<file path="src/rtl/ecam_pkg.sv">
package ecam_pkg;

  // Size code held in register bits [2:1]; the shift from the largest window
  // equals the code, which the decoder relies on.
  typedef enum logic [1:0] {
    SZ_256M = 2'b00,
    SZ_128M = 2'b01,
    SZ_64M  = 2'b10,
    SZ_RSVD = 2'b11
  } win_size_e;

  localparam int EN_BIT       = 0;
  localparam int SZ_LSB       = 1;
  localparam int SZ_MSB       = 2;
  localparam int MAX_WIN_LOG2 = 28;
  localparam int MIN_WIN_LOG2 = 26;

  localparam int BUS_LSB = 20;
  localparam int BUS_W   = 8;
  localparam int DEV_LSB = 15;
  localparam int DEV_W   = 5;
  localparam int FN_LSB  = 12;
  localparam int FN_W    = 3;
  localparam int OFS_W   = 12;

endpackage

</file>
<file path="src/rtl/ecam_cfg_reg.sv">
module ecam_cfg_reg #(
  parameter int              DW_W  = 10,
  parameter logic [DW_W-1:0] LO_DW = 10'h018,
  parameter logic [63:0]     DEF   = 64'h0000_0000_B000_0000
) (
  input  logic            clk,
  input  logic            rst_n,
  input  logic            wr_i,
  input  logic [DW_W-1:0] dw_i,
  input  logic [31:0]     wdata_i,
  input  logic [3:0]      be_i,
  output logic [63:0]     reg_o,
  output logic            upd_o
);

  localparam int NLANE = 8;
  localparam int LPD   = 4;

  logic        lo_sel, hi_sel, touch;
  logic [63:0] reg_q, reg_d;
  logic        upd_q;

  assign lo_sel = wr_i && (dw_i == LO_DW);
  assign hi_sel = wr_i && (dw_i == (LO_DW + 1'b1));
  assign touch  = (lo_sel || hi_sel) && (be_i != '0);

  for (genvar b = 0; b < NLANE; b++) begin : g_lane
    localparam int LANE = b % LPD;
    logic lane_we;
    if (b < LPD) begin : g_lo
      assign lane_we = lo_sel & be_i[LANE];
    end else begin : g_hi
      assign lane_we = hi_sel & be_i[LANE];
    end
    assign reg_d[8*b +: 8] = lane_we ? wdata_i[8*LANE +: 8] : reg_q[8*b +: 8];
  end

  always_ff @(posedge clk or negedge rst_n) begin
    if (!rst_n) begin
      reg_q <= DEF;
      upd_q <= 1'b0;
    end else begin
      if (touch) reg_q <= reg_d;
      upd_q <= touch;
    end
  end

  assign reg_o = reg_q;
  assign upd_o = upd_q;

endmodule

</file>
<file path="src/rtl/ecam_dec.sv">
module ecam_dec
  import ecam_pkg::*;
#(
  parameter int            AW       = 36,
  parameter logic [AW-1:0] DEF_BASE = 36'h0_B000_0000
) (
  input  logic [63:0]   reg_i,
  output logic          en_o,
  output win_size_e     size_o,
  output logic [AW-1:0] base_o,
  output logic [AW-1:0] mask_o,
  output logic [AW-1:0] len_o,
  output logic [AW:0]   hole_o
);

  localparam logic [AW-1:0] ONE = {{(AW-1){1'b0}}, 1'b1};

  logic          rsvd;
  logic [5:0]    lg;
  logic [AW-1:0] len_full;
  logic          unused_bits;

  always_comb begin
    size_o   = win_size_e'(reg_i[SZ_MSB:SZ_LSB]);
    rsvd     = (size_o == SZ_RSVD);
    lg       = rsvd ? 6'(MAX_WIN_LOG2)
                    : 6'(MAX_WIN_LOG2) - {4'b0, reg_i[SZ_MSB:SZ_LSB]};
    len_full = ONE << lg;
    mask_o   = ~(len_full - ONE);
    len_o    = rsvd ? '0 : len_full;
    base_o   = reg_i[AW-1:0] & mask_o;
    en_o     = reg_i[EN_BIT] && !rsvd;
    hole_o   = en_o ? ({1'b0, base_o} + {1'b0, len_o}) : {1'b0, DEF_BASE};
  end

  assign unused_bits = ^{reg_i[63:AW], reg_i[MIN_WIN_LOG2-1:SZ_MSB+1]};

endmodule

</file>
<file path="src/rtl/ecam_hit.sv">
module ecam_hit
  import ecam_pkg::*;
#(
  parameter int AW = 36
) (
  input  logic             en_i,
  input  win_size_e        size_i,
  input  logic [AW-1:0]    base_i,
  input  logic [AW-1:0]    mask_i,
  input  logic [AW-1:0]    addr_i,
  output logic             hit_o,
  output logic [BUS_W-1:0] bus_o,
  output logic [DEV_W-1:0] dev_o,
  output logic [FN_W-1:0]  fn_o,
  output logic [OFS_W-1:0] reg_o
);

  logic             match;
  logic [BUS_W-1:0] bus_keep;

  assign bus_keep = {BUS_W{1'b1}} >> size_i;
  assign match    = en_i && ((addr_i & mask_i) == base_i);

  assign hit_o = match;
  assign bus_o = match ? (addr_i[BUS_LSB +: BUS_W] & bus_keep) : '0;
  assign dev_o = match ? addr_i[DEV_LSB +: DEV_W] : '0;
  assign fn_o  = match ? addr_i[FN_LSB +: FN_W]   : '0;
  assign reg_o = match ? addr_i[OFS_W-1:0]        : '0;

endmodule

</file>
<file path="src/rtl/ecam_window_dec.sv">
module ecam_window_dec
  import ecam_pkg::*;
#(
  parameter int            AW       = 36,
  parameter logic [11:0]   CFG_OFS  = 12'h060,
  parameter logic [AW-1:0] DEF_BASE = 36'h0_B000_0000
) (
  input  logic             clk,
  input  logic             rst_n,
  input  logic             cfg_wr,
  input  logic [9:0]       cfg_dw,
  input  logic [31:0]      cfg_wdata,
  input  logic [3:0]       cfg_be,
  input  logic [AW-1:0]    acc_addr,
  output logic             win_en,
  output logic [1:0]       win_size,
  output logic [AW-1:0]    win_base,
  output logic [AW-1:0]    win_len,
  output logic [AW:0]      hole_start,
  output logic             acc_hit,
  output logic [BUS_W-1:0] acc_bus,
  output logic [DEV_W-1:0] acc_dev,
  output logic [FN_W-1:0]  acc_fn,
  output logic [OFS_W-1:0] acc_reg
);

  localparam int          DW_W    = 10;
  localparam logic [9:0]  LO_DW   = CFG_OFS[11:2];
  localparam logic [63:0] DEF_REG = 64'(DEF_BASE);

  logic rst_q1, rst_q2, rst_int_n;

  always_ff @(posedge clk or negedge rst_n) begin
    if (!rst_n) begin
      rst_q1 <= 1'b0;
      rst_q2 <= 1'b0;
    end else begin
      rst_q1 <= 1'b1;
      rst_q2 <= rst_q1;
    end
  end
  assign rst_int_n = rst_q2;

  logic [63:0] cfg_q;
  logic        upd;

  ecam_cfg_reg #(.DW_W(DW_W), .LO_DW(LO_DW), .DEF(DEF_REG)) u_reg (
    .clk(clk), .rst_n(rst_int_n), .wr_i(cfg_wr), .dw_i(cfg_dw),
    .wdata_i(cfg_wdata), .be_i(cfg_be), .reg_o(cfg_q), .upd_o(upd)
  );

  logic          n_en, r_en;
  win_size_e     n_size, r_size;
  logic [AW-1:0] n_base, n_mask, n_len, r_base, r_mask, r_len;
  logic [AW:0]   n_hole, r_hole;

  ecam_dec #(.AW(AW), .DEF_BASE(DEF_BASE)) u_dec_live (
    .reg_i(cfg_q), .en_o(n_en), .size_o(n_size), .base_o(n_base),
    .mask_o(n_mask), .len_o(n_len), .hole_o(n_hole)
  );

  ecam_dec #(.AW(AW), .DEF_BASE(DEF_BASE)) u_dec_rst (
    .reg_i(DEF_REG), .en_o(r_en), .size_o(r_size), .base_o(r_base),
    .mask_o(r_mask), .len_o(r_len), .hole_o(r_hole)
  );

  logic          en_q, en_d;
  win_size_e     size_q, size_d;
  logic [AW-1:0] base_q, base_d, mask_q, mask_d, len_q, len_d;
  logic [AW:0]   hole_q, hole_d;

  always_comb begin
    en_d   = en_q;
    size_d = size_q;
    base_d = base_q;
    mask_d = mask_q;
    len_d  = len_q;
    hole_d = hole_q;
    if (upd) begin
      en_d   = n_en;
      size_d = n_size;
      base_d = n_base;
      mask_d = n_mask;
      len_d  = n_len;
      hole_d = n_hole;
    end
  end

  always_ff @(posedge clk or negedge rst_int_n) begin
    if (!rst_int_n) begin
      en_q   <= r_en;
      size_q <= r_size;
      base_q <= r_base;
      mask_q <= r_mask;
      len_q  <= r_len;
      hole_q <= r_hole;
    end else begin
      en_q   <= en_d;
      size_q <= size_d;
      base_q <= base_d;
      mask_q <= mask_d;
      len_q  <= len_d;
      hole_q <= hole_d;
    end
  end

  assign win_en     = en_q;
  assign win_size   = size_q;
  assign win_base   = base_q;
  assign win_len    = len_q;
  assign hole_start = hole_q;

  ecam_hit #(.AW(AW)) u_hit (
    .en_i(en_q), .size_i(size_q), .base_i(base_q), .mask_i(mask_q),
    .addr_i(acc_addr), .hit_o(acc_hit), .bus_o(acc_bus), .dev_o(acc_dev),
    .fn_o(acc_fn), .reg_o(acc_reg)
  );

endmodule

</file>
<file path="config.mk">
export PLATFORM = sky130hd
export DESIGN_NAME = ecam_window_dec
export DESIGN_NICKNAME = d
export VERILOG_FILES = /design/src/rtl/ecam_pkg.sv /design/src/rtl/ecam_cfg_reg.sv /design/src/rtl/ecam_dec.sv /design/src/rtl/ecam_hit.sv /design/src/rtl/ecam_window_dec.sv
export SDC_FILE = /design/constraint.sdc
export NUM_CORES = 1
export LEC_CHECK = 0
export BUFFER_PORTS_ARGS = -buffer_cell sky130_fd_sc_hd__buf_2
export CORE_AREA = 2 2 96 98
export DETAILED_ROUTE_END_ITERATION = 10
export DIE_AREA = 0 0 98 100
export GPL_TIMING_DRIVEN = 0
export HOLD_SLACK_MARGIN = 0.02
export PLACE_DENSITY = 0.91
export REMOVE_ABC_BUFFERS = 1
export SYNTH_ARGS = -nofsm -noshare
export SYNTH_HDL_FRONTEND = slang
export SYNTH_SLANG_ARGS = --single-unit
</file>
<file path="constraint.sdc">
create_clock -name clk -period 2.56 [get_ports clk]
set_input_delay 0.128 -clock clk [delete_from_list [all_inputs] [get_ports clk]]
set_output_delay 0.128 -clock clk [all_outputs]
set_load 0.03 [all_outputs]
</file>
# --- Yosys cells after proc, flatten, opt, wreduce, memory -nomap -nowiden ---
# Cells that the tools add are included.
op_classes:
  muxes: 7
  n_reduce_logical: 13
  bitwise: 9
  shift: 2
  eq_ne: 4
  addsub: 3
op_table:
  columns: ["operator", "n"]
  rows:
  - ["36-bit AND", 2]
  - ["36-bit by 36-bit adder with 37-bit output", 1]
  - ["37-bit 2-to-1 mux", 1]
  - ["36-bit == test", 1]
  - ["36-bit 2-to-1 mux", 1]
  - ["36-bit NOT", 1]
  - ["1-bit by 6-bit << shifter with 36-bit output, first input constant", 1]
  - ["36-bit by 1-bit subtractor with 36-bit output, second input constant", 1]
  - ["10-bit by 5-bit == test with 1-bit output, second input constant", 2]
  - ["12-bit 2-to-1 mux", 1]
  - ["2-bit AND reduction", 5]
  - ["8-bit AND", 1]
  - ["8-bit 2-to-1 mux", 1]
  - ["8-bit by 2-bit >> shifter with 8-bit output, first input constant", 1]
  - ["6-bit 2-to-1 mux", 1]
  - ["5-bit by 2-bit subtractor with 6-bit output, first input constant", 1]
  - ["1-bit AND", 5]
  - ["1-bit logical AND", 5]
  - ["5-bit 2-to-1 mux", 1]
  - ["4-bit nonzero test", 1]
  - ["3-bit 2-to-1 mux", 1]
  - ["2-bit == test, second input constant", 1]
  - ["1-bit zero test", 1]
  - ["1-bit logical OR", 1]
word_totals:
  output_inout_bits: 141
  input_bits: 85
  regBits: 187
  word_cells: 52

# --- Longest topological paths before layout ---
# Gate-level depths: netlist (run 1).
logic_depth:
  ltp_word: 8
  mapped_depth: 11
  depth_no_buf: 10

# --- Worst setup path before layout (run 1) ---
# OpenSTA, ideal clock, no wires.
synth_path:
  path_kind: "reg2reg"
  startpoint: "reg u_reg.reg_q[1] (netlist: u_reg.reg_o[1])"
  endpoint: "reg hole_q[35] (netlist: hole_start[35])"
  slack_ps: 32
  stages_incl_launch_ff: 12
  arrival_time_ps: 2404
  setup_time_ps: 124
  required_ps: 2436
  n_path_buf: 1
  path_cell_list: "dfrtp_1 > inv_1 > ha_1 > nand2b_1 > and2_1 > ha_1 > buf_2 > and4_1 > nand3_1 > o311ai_1 > mux2i_1 > a211o_1"
synth_between:
  elab_chain_len: 8
synth_lines:
  columns: ["item", "line", "rtl"]
  rows:
  - ["start: declaration", "ecam_cfg_reg.sv:20", "logic [63:0] reg_q, reg_d;"]
  - ["start signal: assignment", "ecam_cfg_reg.sv:43", "if (touch) reg_q <= reg_d;"]
  - ["5-bit by 2-bit subtractor with 6-bit output or 2-bit == test (tied branches)", "ecam_dec.sv:27, ecam_dec.sv:25", null]
  - ["6-bit 2-to-1 mux *", "ecam_dec.sv:26", "lg = rsvd ? 6'(MAX_WIN_LOG2)"]
  - ["1-bit by 6-bit << shifter with 36-bit output *", "ecam_dec.sv:28", "len_full = ONE << lg;"]
  - ["36-bit by 1-bit subtractor with 36-bit output *", "ecam_dec.sv:29", "mask_o = ~(len_full - ONE);"]
  - ["36-bit NOT *", "ecam_dec.sv:29", null]
  - ["net n_mask[27]", "ecam_window_dec.sv:54", "logic [AW-1:0] n_base, n_mask, n_len, r_base, r_mask, r_len;"]
  - ["36-bit AND *", "ecam_dec.sv:31", "base_o = reg_i[AW-1:0] & mask_o;"]
  - ["36-bit by 36-bit adder with 37-bit output *", "ecam_dec.sv:33", "hole_o = en_o ? ({1'b0, base_o} + {1'b0, len_o}) : {1'b0, DEF_BASE};"]
  - ["37-bit 2-to-1 mux *", "ecam_dec.sv:33", null]
  - ["end signal: assignment", "ecam_window_dec.sv:96", "hole_q <= r_hole;"]
  - ["end signal: assignment", "ecam_window_dec.sv:103", "hole_q <= hole_d;"]
  - ["end: declaration", "ecam_window_dec.sv:70", "logic [AW:0] hole_q, hole_d;"]
# The timed path passes the listed nets; every way through them passes the cells marked *.
# A chain may end at the register's enable or synchronous reset.

# --- Worst setup path in the final report (run 1) ---
# Same ends and word-level chain as after synthesis.

==> results of run 1 <==
[routing by layer]
metal	vias up	track usage
li1	1407	-
met1	1452	0.235
met2	128	0.341
met3	16	0.0279
met4	0	0.0780
met5	-	0
[worst min-delay path by stage]
stage                             from               to  slack, ns  cells past startpoint
final                     cfg_wdata[3]  u_reg.reg_o[35]       0.03                      2
after global routing      cfg_wdata[3]  u_reg.reg_o[35]       0.04                      2
after CTS                 cfg_wdata[3]  u_reg.reg_o[35]       0.02                      2
after detailed placement         rst_n           rst_q1      -0.09                      1
after global placement           rst_n           rst_q1      -0.09                      1
after floorplan                  rst_n        rst_int_n      -0.17                      0
[cell type report]
class                   count  share of cell area
clock buffers               9              0.0252
well taps                 111              0.0283
multi-input cells         298               0.415
inverters                  10             0.00815
repair buffers            147               0.168
clock inverters             7              0.0296
flip-flops and latches     63               0.326
[logic make-up after synthesis]
| group | synth area share |
|---|---|
| buffers and inverters | 0.174 |
| AND/OR/NAND/NOR | 0.149 |
| AO/OA/AOI/OAI | 0.0724 |
| multiplexers | 0.0982 |
| adder cells (fa/ha/maj) | 0.0502 |
| other | 0.00193 |
| flip-flops | 0.411 |
| XOR/XNOR | 0.0428 |
[power by group]
group,switching [W],internal [W],leakage (nW)
Combinational,0.000219,0.0000786,1.76
Clock,0.000413,0.000748,0.130
Sequential,0.0000178,0.00102,0.782
[state kept, by name, indices dropped and copies added (netlist names)]
register     cells
u_reg.reg_o     14
hole_start      13
win_base        12
mask_q          11
win_len          7
win_size         2
rst_int_n        1
rst_q1           1
u_reg.upd_o      1
win_en           1
[worst max-delay path: stages, from the launching register on]
cell	delay [ns]
dfrtp_2	0.45
inv_4	0.09
ha_4	0.22
nand2b_4	0.16
and2_4	0.18
ha_4	0.31
and4_4	0.22
nand3_1	0.11
o311ai_2	0.25
mux2i_1	0.12
a211o_1	0.27
[stage by stage]
stage	total power (W)	util
floorplan	0.00125	-
global placement	0.00131	0.487
detailed placement	0.00132	0.490
CTS	0.00249	0.547
global route	0.00256	0.552
finish	0.00249	0.552
[placed cells by master, fill, tap and decap left out, types with 5 or more instances in the layout]
cell	synthesis	final
nor2b_1	6	6
dlygate4sd3_1	0	11
clkbuf_8	0	9
conb_1	2	83
nor2_1	16	15
nand2_1	23	23
xnor2_1	5	5
and2_1	32	29
a22o_1	5	5
o21ai_0	6	6
buf_2	5	128
inv_1	9	8
xor2_1	14	14
dfstp_2	17	17
dfrtp_1	46	43
buf_4	77	7
a21oi_1	11	10
mux2_2	33	33
ha_1	14	9
[synth_stat cells (2+ instances only)]
cell | n | area (um2)
nand2_1 | 23 | 86.3
nor2_1 | 16 | 60.1
and2_1 | 32 | 200
a32o_1 | 2 | 20.0
a21oi_1 | 11 | 55.1
dfstp_2 | 17 | 447
buf_2 | 5 | 25.0
and3_1 | 4 | 25.0
clkbuf_1 | 5 | 18.8
a22o_1 | 5 | 43.8
ha_1 | 14 | 175
conb_1 | 2 | 7.51
buf_4 | 77 | 578
xnor2_1 | 5 | 43.8
dfrtp_1 | 46 | 1150
o21ai_0 | 6 | 30.0
nor2b_1 | 6 | 37.5
mux2_2 | 33 | 372
inv_1 | 9 | 33.8
nand2b_1 | 6 | 37.5
nand3_1 | 2 | 10.0
nand4_1 | 2 | 12.5
a31oi_1 | 2 | 12.5
or2_2 | 4 | 25.0
nor4_1 | 3 | 18.8
o211ai_1 | 4 | 30.0
a21o_1 | 3 | 22.5
xor2_1 | 14 | 123
[repair_timing]
item / CTS / global route
resized for setup: 17 / 6
buffers inserted: 3 / 4
pin swaps: 2 / 4
gates cloned: 1 / 0
endpoints found under the hold margin: 11 / 0
hold buffers: 11 / 0
endpoints found under the setup margin: 35 / 18
==> results.yml, run 1 <==
final_layout:
  multi_input_area_um2: 2040
  final_area_um2: 4910
  register_area_um2: 1600
  stdcell_count: 645
  syn2layout_area_growth_pct: 26.4
  nets: 629
  diodes: 0
  fillers: 773
  layout-drive-gt1-share: 0.429
clock_network:
  numCtsBuffers: 9
  clk_latency_ns: 0.35
  htreeDepth: 3
  path_clk_slew_ns: 0.07
  ctsLongestPathBuffers: 2
  cts_sinks: 63
  cts_tree: "yes"
  cts_root_buffer: "clkbuf_8"
setup_path:
  reg2reg_slack_ns: 0.06
  cp_max_fo: 8
  r2r_end: "hole_start[35]"
  cp-endpoint: "hole_start[35]"
  critPathLaunchType: "flip-flop"
  end_kind: "flip-flop"
  worstSetupStartpoint: "u_reg.reg_o[1]"
  crit_type: "flip-flop to flip-flop"
  reg2reg_depth: 10
  r2r-start: "u_reg.reg_o[1]"
  cp.arrival_ns: 2.74
  required_ns: 2.80
drt:
  highest_layer: "met4"
  antenna_left: 0
  wl_met1_um: 3870
  via_per_inst: 4.66
  met2_length_um: 5120
  wl_per_cell_um: 15.0
  via_count: 3003
  drt_iter0_markers: 113
  remaining_drc_errors: 0
  drt_first_pass_iters: 5
  met3_length_um: 482
  drt-total-wl_um: 9650
logic_synthesis:
  syn_area_um2: 3890
  synth_area_per_cell_um2: 10.3
  ys.flop_type: "dfrtp_1"
  synth_cell_types: 48
  synth-warning-count: 0
  seq_area_frac_synth: 0.411
  synthArstFlopShare: 1.00
  ys_seq_elements: 63
  syn-instance-count: 378
  synth_enable_flop_cells: 0
die:
  coreArea_um2: 8890
  die_w_um: 98
  num_rows: 35
  initial_core_util: 0.437
  ios: 226
  fp.dieH_um: 100
  die_area_um2: 9800
sta:
  hold_viol_final: 0
  final_max_slew_viol_count: 0
  layout_setup_ws_ns: 0.0560
  post-route-period-util: 0.978
  finalSetupViolCount: 0
  clock.fmax_mhz: 399
  skew_ns: 0.00853
  tightest_slew_ns: 0.846
  relSlewSlack: 0.436
  fin_crit_ns: 2.50
  setup_tns_ns: 0
  rsz0062_at_grt: "yes"
  worst_hold_slack_ns: 0.0308
placed_design:
  post_dp_cell_area_um2: 4350
  post-place-ws_ns: -0.443
  dpl.hpwl_um: 7020
  dp_cells: 610
  place_congestion: 0.868
  io_buffers: 128
outcome:
  status: "completed"
grt:
  antenna_found_initial: 0
  grt_pass1_vias: 2932
  overflow: 0
  grt_pass1_wl_um: 14800
  grt_max_degree: 45
  grt.total_usage: 0.192
pwr:
  peakVddDrop_v: 0.000541
  power_leakage_nw: 2.67
  p_per_area_nw_per_um2: 508
flow_run:
  cap_violations: 0
min_path:
  hold_class: "primary input to flip-flop"
Power figures use the tool's default switching activity.
==> run 2, diff against run 1 <==
--- a/config.mk
+++ b/config.mk
@@ -6,12 +6,12 @@
 export NUM_CORES = 1
 export LEC_CHECK = 0
 export BUFFER_PORTS_ARGS = -buffer_cell sky130_fd_sc_hd__buf_2
-export CORE_AREA = 2 2 96 98
+export CORE_AREA = 2 2 117 119
 export DETAILED_ROUTE_END_ITERATION = 10
-export DIE_AREA = 0 0 98 100
+export DIE_AREA = 0 0 119 121
 export GPL_TIMING_DRIVEN = 0
 export HOLD_SLACK_MARGIN = 0.02
-export PLACE_DENSITY = 0.91
+export PLACE_DENSITY = 0.68
 export REMOVE_ABC_BUFFERS = 1
 export SYNTH_ARGS = -nofsm -noshare
 export SYNTH_HDL_FRONTEND = slang
==> run 2 against run 1 <==
  * Clock power grew 6%
  * Via count decreased by 3.2%
  * First-iteration DRC count fell by 30%
  * Register-to-register slack better by 0.04 ns
  * Count of clock-buffer cells in the layout grew 4
  * Sequential share of layout area decreased by 0.25 points
  * Design area increased by 0.69%
  * Combinational power decreased by 5%
  * Non-clock buffer count is 7 lower
  * Utilization shrank 17 points
  * Worst hold slack got worse by 0.0039 ns
  * Critical path depth stayed put
  * Critical path type unchanged
  * Critical endpoint unchanged
  * Largest cell class unchanged
  * Largest power group unchanged
  * Highest routed layer unchanged
==> results.yml, run 2 (synthesis gave the netlist of run 1 again) <==
final_layout:
  diodes: 0
  post-route-util: 0.378
  fillers: 1334
  multi_input_area_um2: 2030
  register_area_um2: 1600
  final_area_um2: 4940
  syn2layout_area_growth_pct: 27.2
  largest_reg_flops: 14
  nets: 622
  final_cell_mix: "128 x buf_2, 83 x conb_1, 44 x dfrtp_1"
  layout-drive-gt1-share: 0.436
  final_common_cell: "buf_2"
pwr:
  clkPwrFrac: 0.482
  power_frac_seq: 0.407
  p_sw_w: 0.000633
  p_comb_frac: 0.111
  peakVddDrop_v: 0.000357
  power_leakage_nw: 2.67
  switching_share: 0.249
  internal-power_w: 0.00191
  p_per_area_nw_per_um2: 515
outcome:
  status: "completed"
drt:
  wl_per_cell_um: 13.4
  antenna_left: 0
  via_count: 2907
  remaining_drc_errors: 0
  drt_iter0_markers: 79
  drt_first_pass_iters: 4
  via_per_inst: 4.14
  drt-total-wl_um: 9420
grt:
  grt_pass1_vias: 2843
  overflow: 0
  grt.total_usage: 0.131
  grt_pass1_wl_um: 14600
  grt_max_degree: 45
  antenna_found_initial: 0
sta:
  skew_ns: 0.00603
  post-route-period-util: 0.962
  clock.fmax_mhz: 406
  tightest_slew_ns: 0.876
  worst_hold_slack_ns: 0.0269
  relSlewSlack: 0.416
  hold_viol_final: 0
  fin_crit_ns: 2.46
  finalSetupViolCount: 0
  final_max_slew_viol_count: 0
  rsz0062_at_grt: "no"
placed_design:
  dpl.hpwl_um: 7280
  post_dp_cell_area_um2: 4440
  io_buffers: 128
  place_congestion: 0.878
setup_path:
  critPathLaunchType: "flip-flop"
  cp_max_fo: 5
  worstPathCellList: "inv_2 -> ha_4 -> nand2b_4 -> and2_4 -> ha_4 -> and4_1 -> nand3_1 -> o311ai_1 -> mux2i_1 -> a211o_1"
  reg2reg_depth: 10
  cp_num_buf_inv: 1
  worstSetupStartpoint: "u_reg.reg_o[1]"
  cp_slowest_cell: "dfrtp_1"
  cp.arrival_ns: 2.67
  reg2reg_slack_ns: 0.1
  cp_top_family: "simple AND/OR/NAND/NOR gates"
  critPathMaxStageDelay_ns: 0.39
  r2r-start: "u_reg.reg_o[1]"
  required_ns: 2.77
  cp-endpoint: "hole_start[35]"
  r2r_end: "hole_start[35]"
  path_depth: 10
  end_kind: "flip-flop"
  crit_top_cell: "ha_4"
  crit_type: "flip-flop to flip-flop"
clock_network:
  numCtsBuffers: 9
  cts_tree: "yes"
  path_clk_slew_ns: 0.05
  cts_sinks: 63
  clk_latency_ns: 0.32
  cts_root_buffer: "clkbuf_16"
  htreeDepth: 3
  ctsLongestPathBuffers: 2
die:
  initial_core_util: 0.297
  ios: 226
  num_rows: 42
  fp.dieH_um: 121
  die_w_um: 119
  die_area_um2: 14400
  coreArea_um2: 13100
flow_run:
  cap_violations: 0
min_path:
  hold_class: "primary input to flip-flop"
## run 2: layout make-up
| type | count | share of cell area |
|---|---|---|
| Multi-Input combinational cell | 298 | 0.411 |
| Sequential cell | 63 | 0.324 |
| Timing Repair Buffer | 140 | 0.151 |
| Clock buffer | 13 | 0.0547 |
| Tap cell | 176 | 0.0445 |
| Clock inverter | 3 | 0.00810 |
| Inverter | 10 | 0.00759 |
## run 2: tightest hold or removal path, cell delays in order
cell and delay [ns]:
buf_2 0.08, nor4_1 0.03, nor2_1 0.07
## run 2: repair_timing
item	4_1_cts	5_1_grt
hold buffers	1	0
endpoints found under the setup margin	35	19
cloned	1	0
resized for setup	11	11
pin swaps	1	8
buffers inserted	3	7
endpoints found under the hold margin	2	0
## run 2: how the worst min path moves through the flow
stage	start	end	slack (ns)	depth (start not counted)
after floorplan	rst_n	rst_int_n	-0.17	0
after global routing	cfg_be[2]	u_reg.upd_o	0.03	3
after detailed placement	rst_n	rst_q1	-0.08	1
final	cfg_be[2]	u_reg.upd_o	0.03	3
after global placement	rst_n	rst_q1	-0.09	1
after CTS	cfg_be[2]	u_reg.upd_o	0.02	3
## run 2: layer usage
metal	wire length, um	share of wire	global-route usage	vias up
li1	-	-	-	1393
met1	3920	0.42	0.155	1392
met2	4920	0.52	0.231	118
met3	547	0.058	0.0404	4
met4	42	0.0045	0.0305	0
met5	0	0	0	-
## run 2: metrics by stage
step / setup slack, ns / std cells / power (W) / TNS (ns)
2_1_floorplan: -0.370 / 370 / 0.00125 / -7.44
3_3_place_gp: -0.337 / 674 / 0.00131 / -6.29
3_5_place_dp: -0.540 / 675 / 0.00132 / -12.02
4_1_cts: 0.00225 / 696 / 0.00257 / 0
5_1_grt: 0.00864 / 703 / 0.00267 / 0
6_report: 0.0967 / 703 / 0.00255 / 0
## run 2: power by group through the flow
stage	clock network, W	registers [W]	logic, W
6_report	0.00123	0.00104	0.000283
5_1_grt	0.00132	0.00104	0.000303
4_1_cts	0.00126	0.00104	0.000276
3_5_place_dp	0	0.00105	0.000266
3_3_place_gp	0	0.00106	0.000251
2_1_floorplan	0	0.00107	0.000179
==> run 3, diff against run 2 <==
--- a/config.mk
+++ b/config.mk
@@ -5,7 +5,7 @@
 export SDC_FILE = /design/constraint.sdc
 export NUM_CORES = 1
 export LEC_CHECK = 0
-export BUFFER_PORTS_ARGS = -buffer_cell sky130_fd_sc_hd__buf_2
+export BUFFER_PORTS_ARGS = -buffer_cell sky130_fd_sc_hd__buf_4
 export CORE_AREA = 2 2 117 119
 export DETAILED_ROUTE_END_ITERATION = 10
 export DIE_AREA = 0 0 119 121
==> run 3 against run 2 <==
  * Wire length is 0.93% lower
  * Count of clock-buffer cells in the layout is 3 lower
  * Via count is 0.38% higher
  * Die area unchanged
  * Sequential power about the same
  * Final cell count fell by 0.57%
  * Global-route usage is 0.56 points lower
==> results.yml, run 3 (synthesis gave the netlist of run 1 again) <==
outcome:
  status: "completed"
flow_run:
  cap_violations: 0
sta:
  final_max_slew_viol_count: 0
  hold_viol_final: 0
  layout_setup_ws_ns: 0.0897
  tightest_slew_ns: 0.840
  worst_hold_slack_ns: 0.0327
  post-route-period-util: 0.965
  fin_crit_ns: 2.47
  skew_ns: 0.00528
  relSlewSlack: 0.440
  setup_tns_ns: 0
  finalSetupViolCount: 0
  clock.fmax_mhz: 405
drt:
  remaining_drc_errors: 0
  wl_per_cell_um: 13.4
  drt_iter0_markers: 115
  via_per_inst: 4.17
  drt-total-wl_um: 9340
  met2_length_um: 4840
  antenna_left: 0
  wl_met1_um: 3920
  met3_length_um: 492
  highest_layer: "met4"
  via_count: 2918
  drt_first_pass_iters: 4
clock_network:
  cts_root_buffer: "clkbuf_16"
  cts_tree: "yes"
  htreeDepth: 3
  cts_sinks: 63
  numCtsBuffers: 9
  ctsLongestPathBuffers: 2
  path_clk_slew_ns: 0.05
  clk_latency_ns: 0.33
setup_path:
  cp_max_fo: 6
  crit_top_cell: "ha_4"
  worstPathCellList: "inv_2 -> ha_4 -> nand2b_4 -> and2_4 -> ha_4 -> and4_4 -> nand3_2 -> o311ai_2 -> mux2i_1 -> a211o_1"
  reg2reg_depth: 10
  cp.arrival_ns: 2.68
  required_ns: 2.77
  critPathMaxStageDelay_ns: 0.40
  crit_type: "flip-flop to flip-flop"
  cp_slowest_cell: "dfrtp_1"
  critPathLaunchType: "flip-flop"
  end_kind: "flip-flop"
grt:
  antenna_found_initial: 0
  grt_pass1_vias: 2751
  grt_pass1_wl_um: 14100
  overflow: 0
  grt_max_degree: 45
  grt.total_usage: 0.125
final_layout:
  final_cell_mix: "134 x buf_4, 83 x conb_1, 44 x dfrtp_1"
  diodes: 0
  syn2layout_area_growth_pct: 34.0
  nets: 618
  final_area_um2: 5210
  post-route-util: 0.398
  largest_reg_flops: 14
  final_common_cell: "buf_4"
  layout-drive-gt1-share: 0.434
  register_area_um2: 1600
  multi_input_area_um2: 2020
  fillers: 1243
die:
  fp.dieH_um: 121
  num_rows: 42
  coreArea_um2: 13100
  die_w_um: 119
  die_area_um2: 14400
  initial_core_util: 0.297
  ios: 226
placed_design:
  io_buffers: 128
  post-place-ws_ns: -0.269
  post_dp_cell_area_um2: 4760
  dpl.hpwl_um: 7330
  place_congestion: 0.876
min_path:
  hold_class: "primary input to flip-flop"
  hold_depth: 2
pwr:
  power_leakage_nw: 2.69
  peakVddDrop_v: 0.000280
  p_per_area_nw_per_um2: 475
==> run 3: cell types whose count changed in the layout (fill, tap and decap cells not counted), sizes merged <==
cell / previous run / this run
nor4: 5 / 4
dlygate4sd3: 1 / 2
clkinv: 3 / 5
bufinv: 1 / 0
buf: 139 / 135
clkinvlp: 0 / 2
clkbuf: 13 / 10
==> run 3: per-stage QoR <==
step	instances	total power [W]
after floorplan	370	0.00125
after global placement	674	0.00134
after detailed placement	676	0.00135
after CTS	697	0.00250
after global routing	699	0.00257
final	699	0.00247
==> run 3: final cells by class <==
type                            instances  area share
Inverter                               10     0.00721
Clock buffer                           10      0.0459
Multi-Input combinational cell        297       0.388
Timing Repair Buffer                  137       0.201
Sequential cell                        63       0.307
Tap cell                              176      0.0423
Clock inverter                          6     0.00889
==> run 3: metal layers <==
layer | GRT usage | up-vias
li1 | - | 1385
met1 | 0.152 | 1387
met2 | 0.222 | 136
met3 | 0.0296 | 10
met4 | 0.0327 | 0
met5 | 0 | -
==> run 3: worst paths after layout <==
kind | from | end | slack, ns
setup / recovery | u_reg.reg_o[1] | hole_start[35] | 0.09
hold / removal | cfg_wdata[3] | u_reg.reg_o[35] | 0.03
setup reg to reg | u_reg.reg_o[1] | hole_start[35] | 0.09
hold reg to reg | rst_int_n | win_len[24] | 0.33
max in group asynchronous | rst_int_n | hole_start[31] | 1.55
min in group asynchronous | rst_n | rst_int_n | 0.11
==> run 3: worst max-delay path: cells and delay by family (launching register included) <==
kind / cells / cell delay [ns]
buffers and inverters: 1 / 0.10
multiplexers: 1 / 0.13
AND/OR/NAND/NOR: 4 / 0.67
adder cells (fa/ha/maj): 2 / 0.52
flip-flops: 1 / 0.40
AO/OA/AOI/OAI: 2 / 0.54
==> run 3: what timing repair did <==
item | in CTS | in global routing
resized for setup | 10 | 10
hold endpoints to repair | 3 | 0
pin swaps | 1 | 5
hold buffers | 2 | 0
endpoints found under the setup margin | 26 | 5
setup buffers | 3 | 3
==> run 3: power by group <==
part / leakage (nW) / switching, W / internal, W
Combinational: 1.77 / 0.000212 / 0.0000972
Clock: 0.135 / 0.000446 / 0.000683
Sequential: 0.784 / 0.0000187 / 0.00102
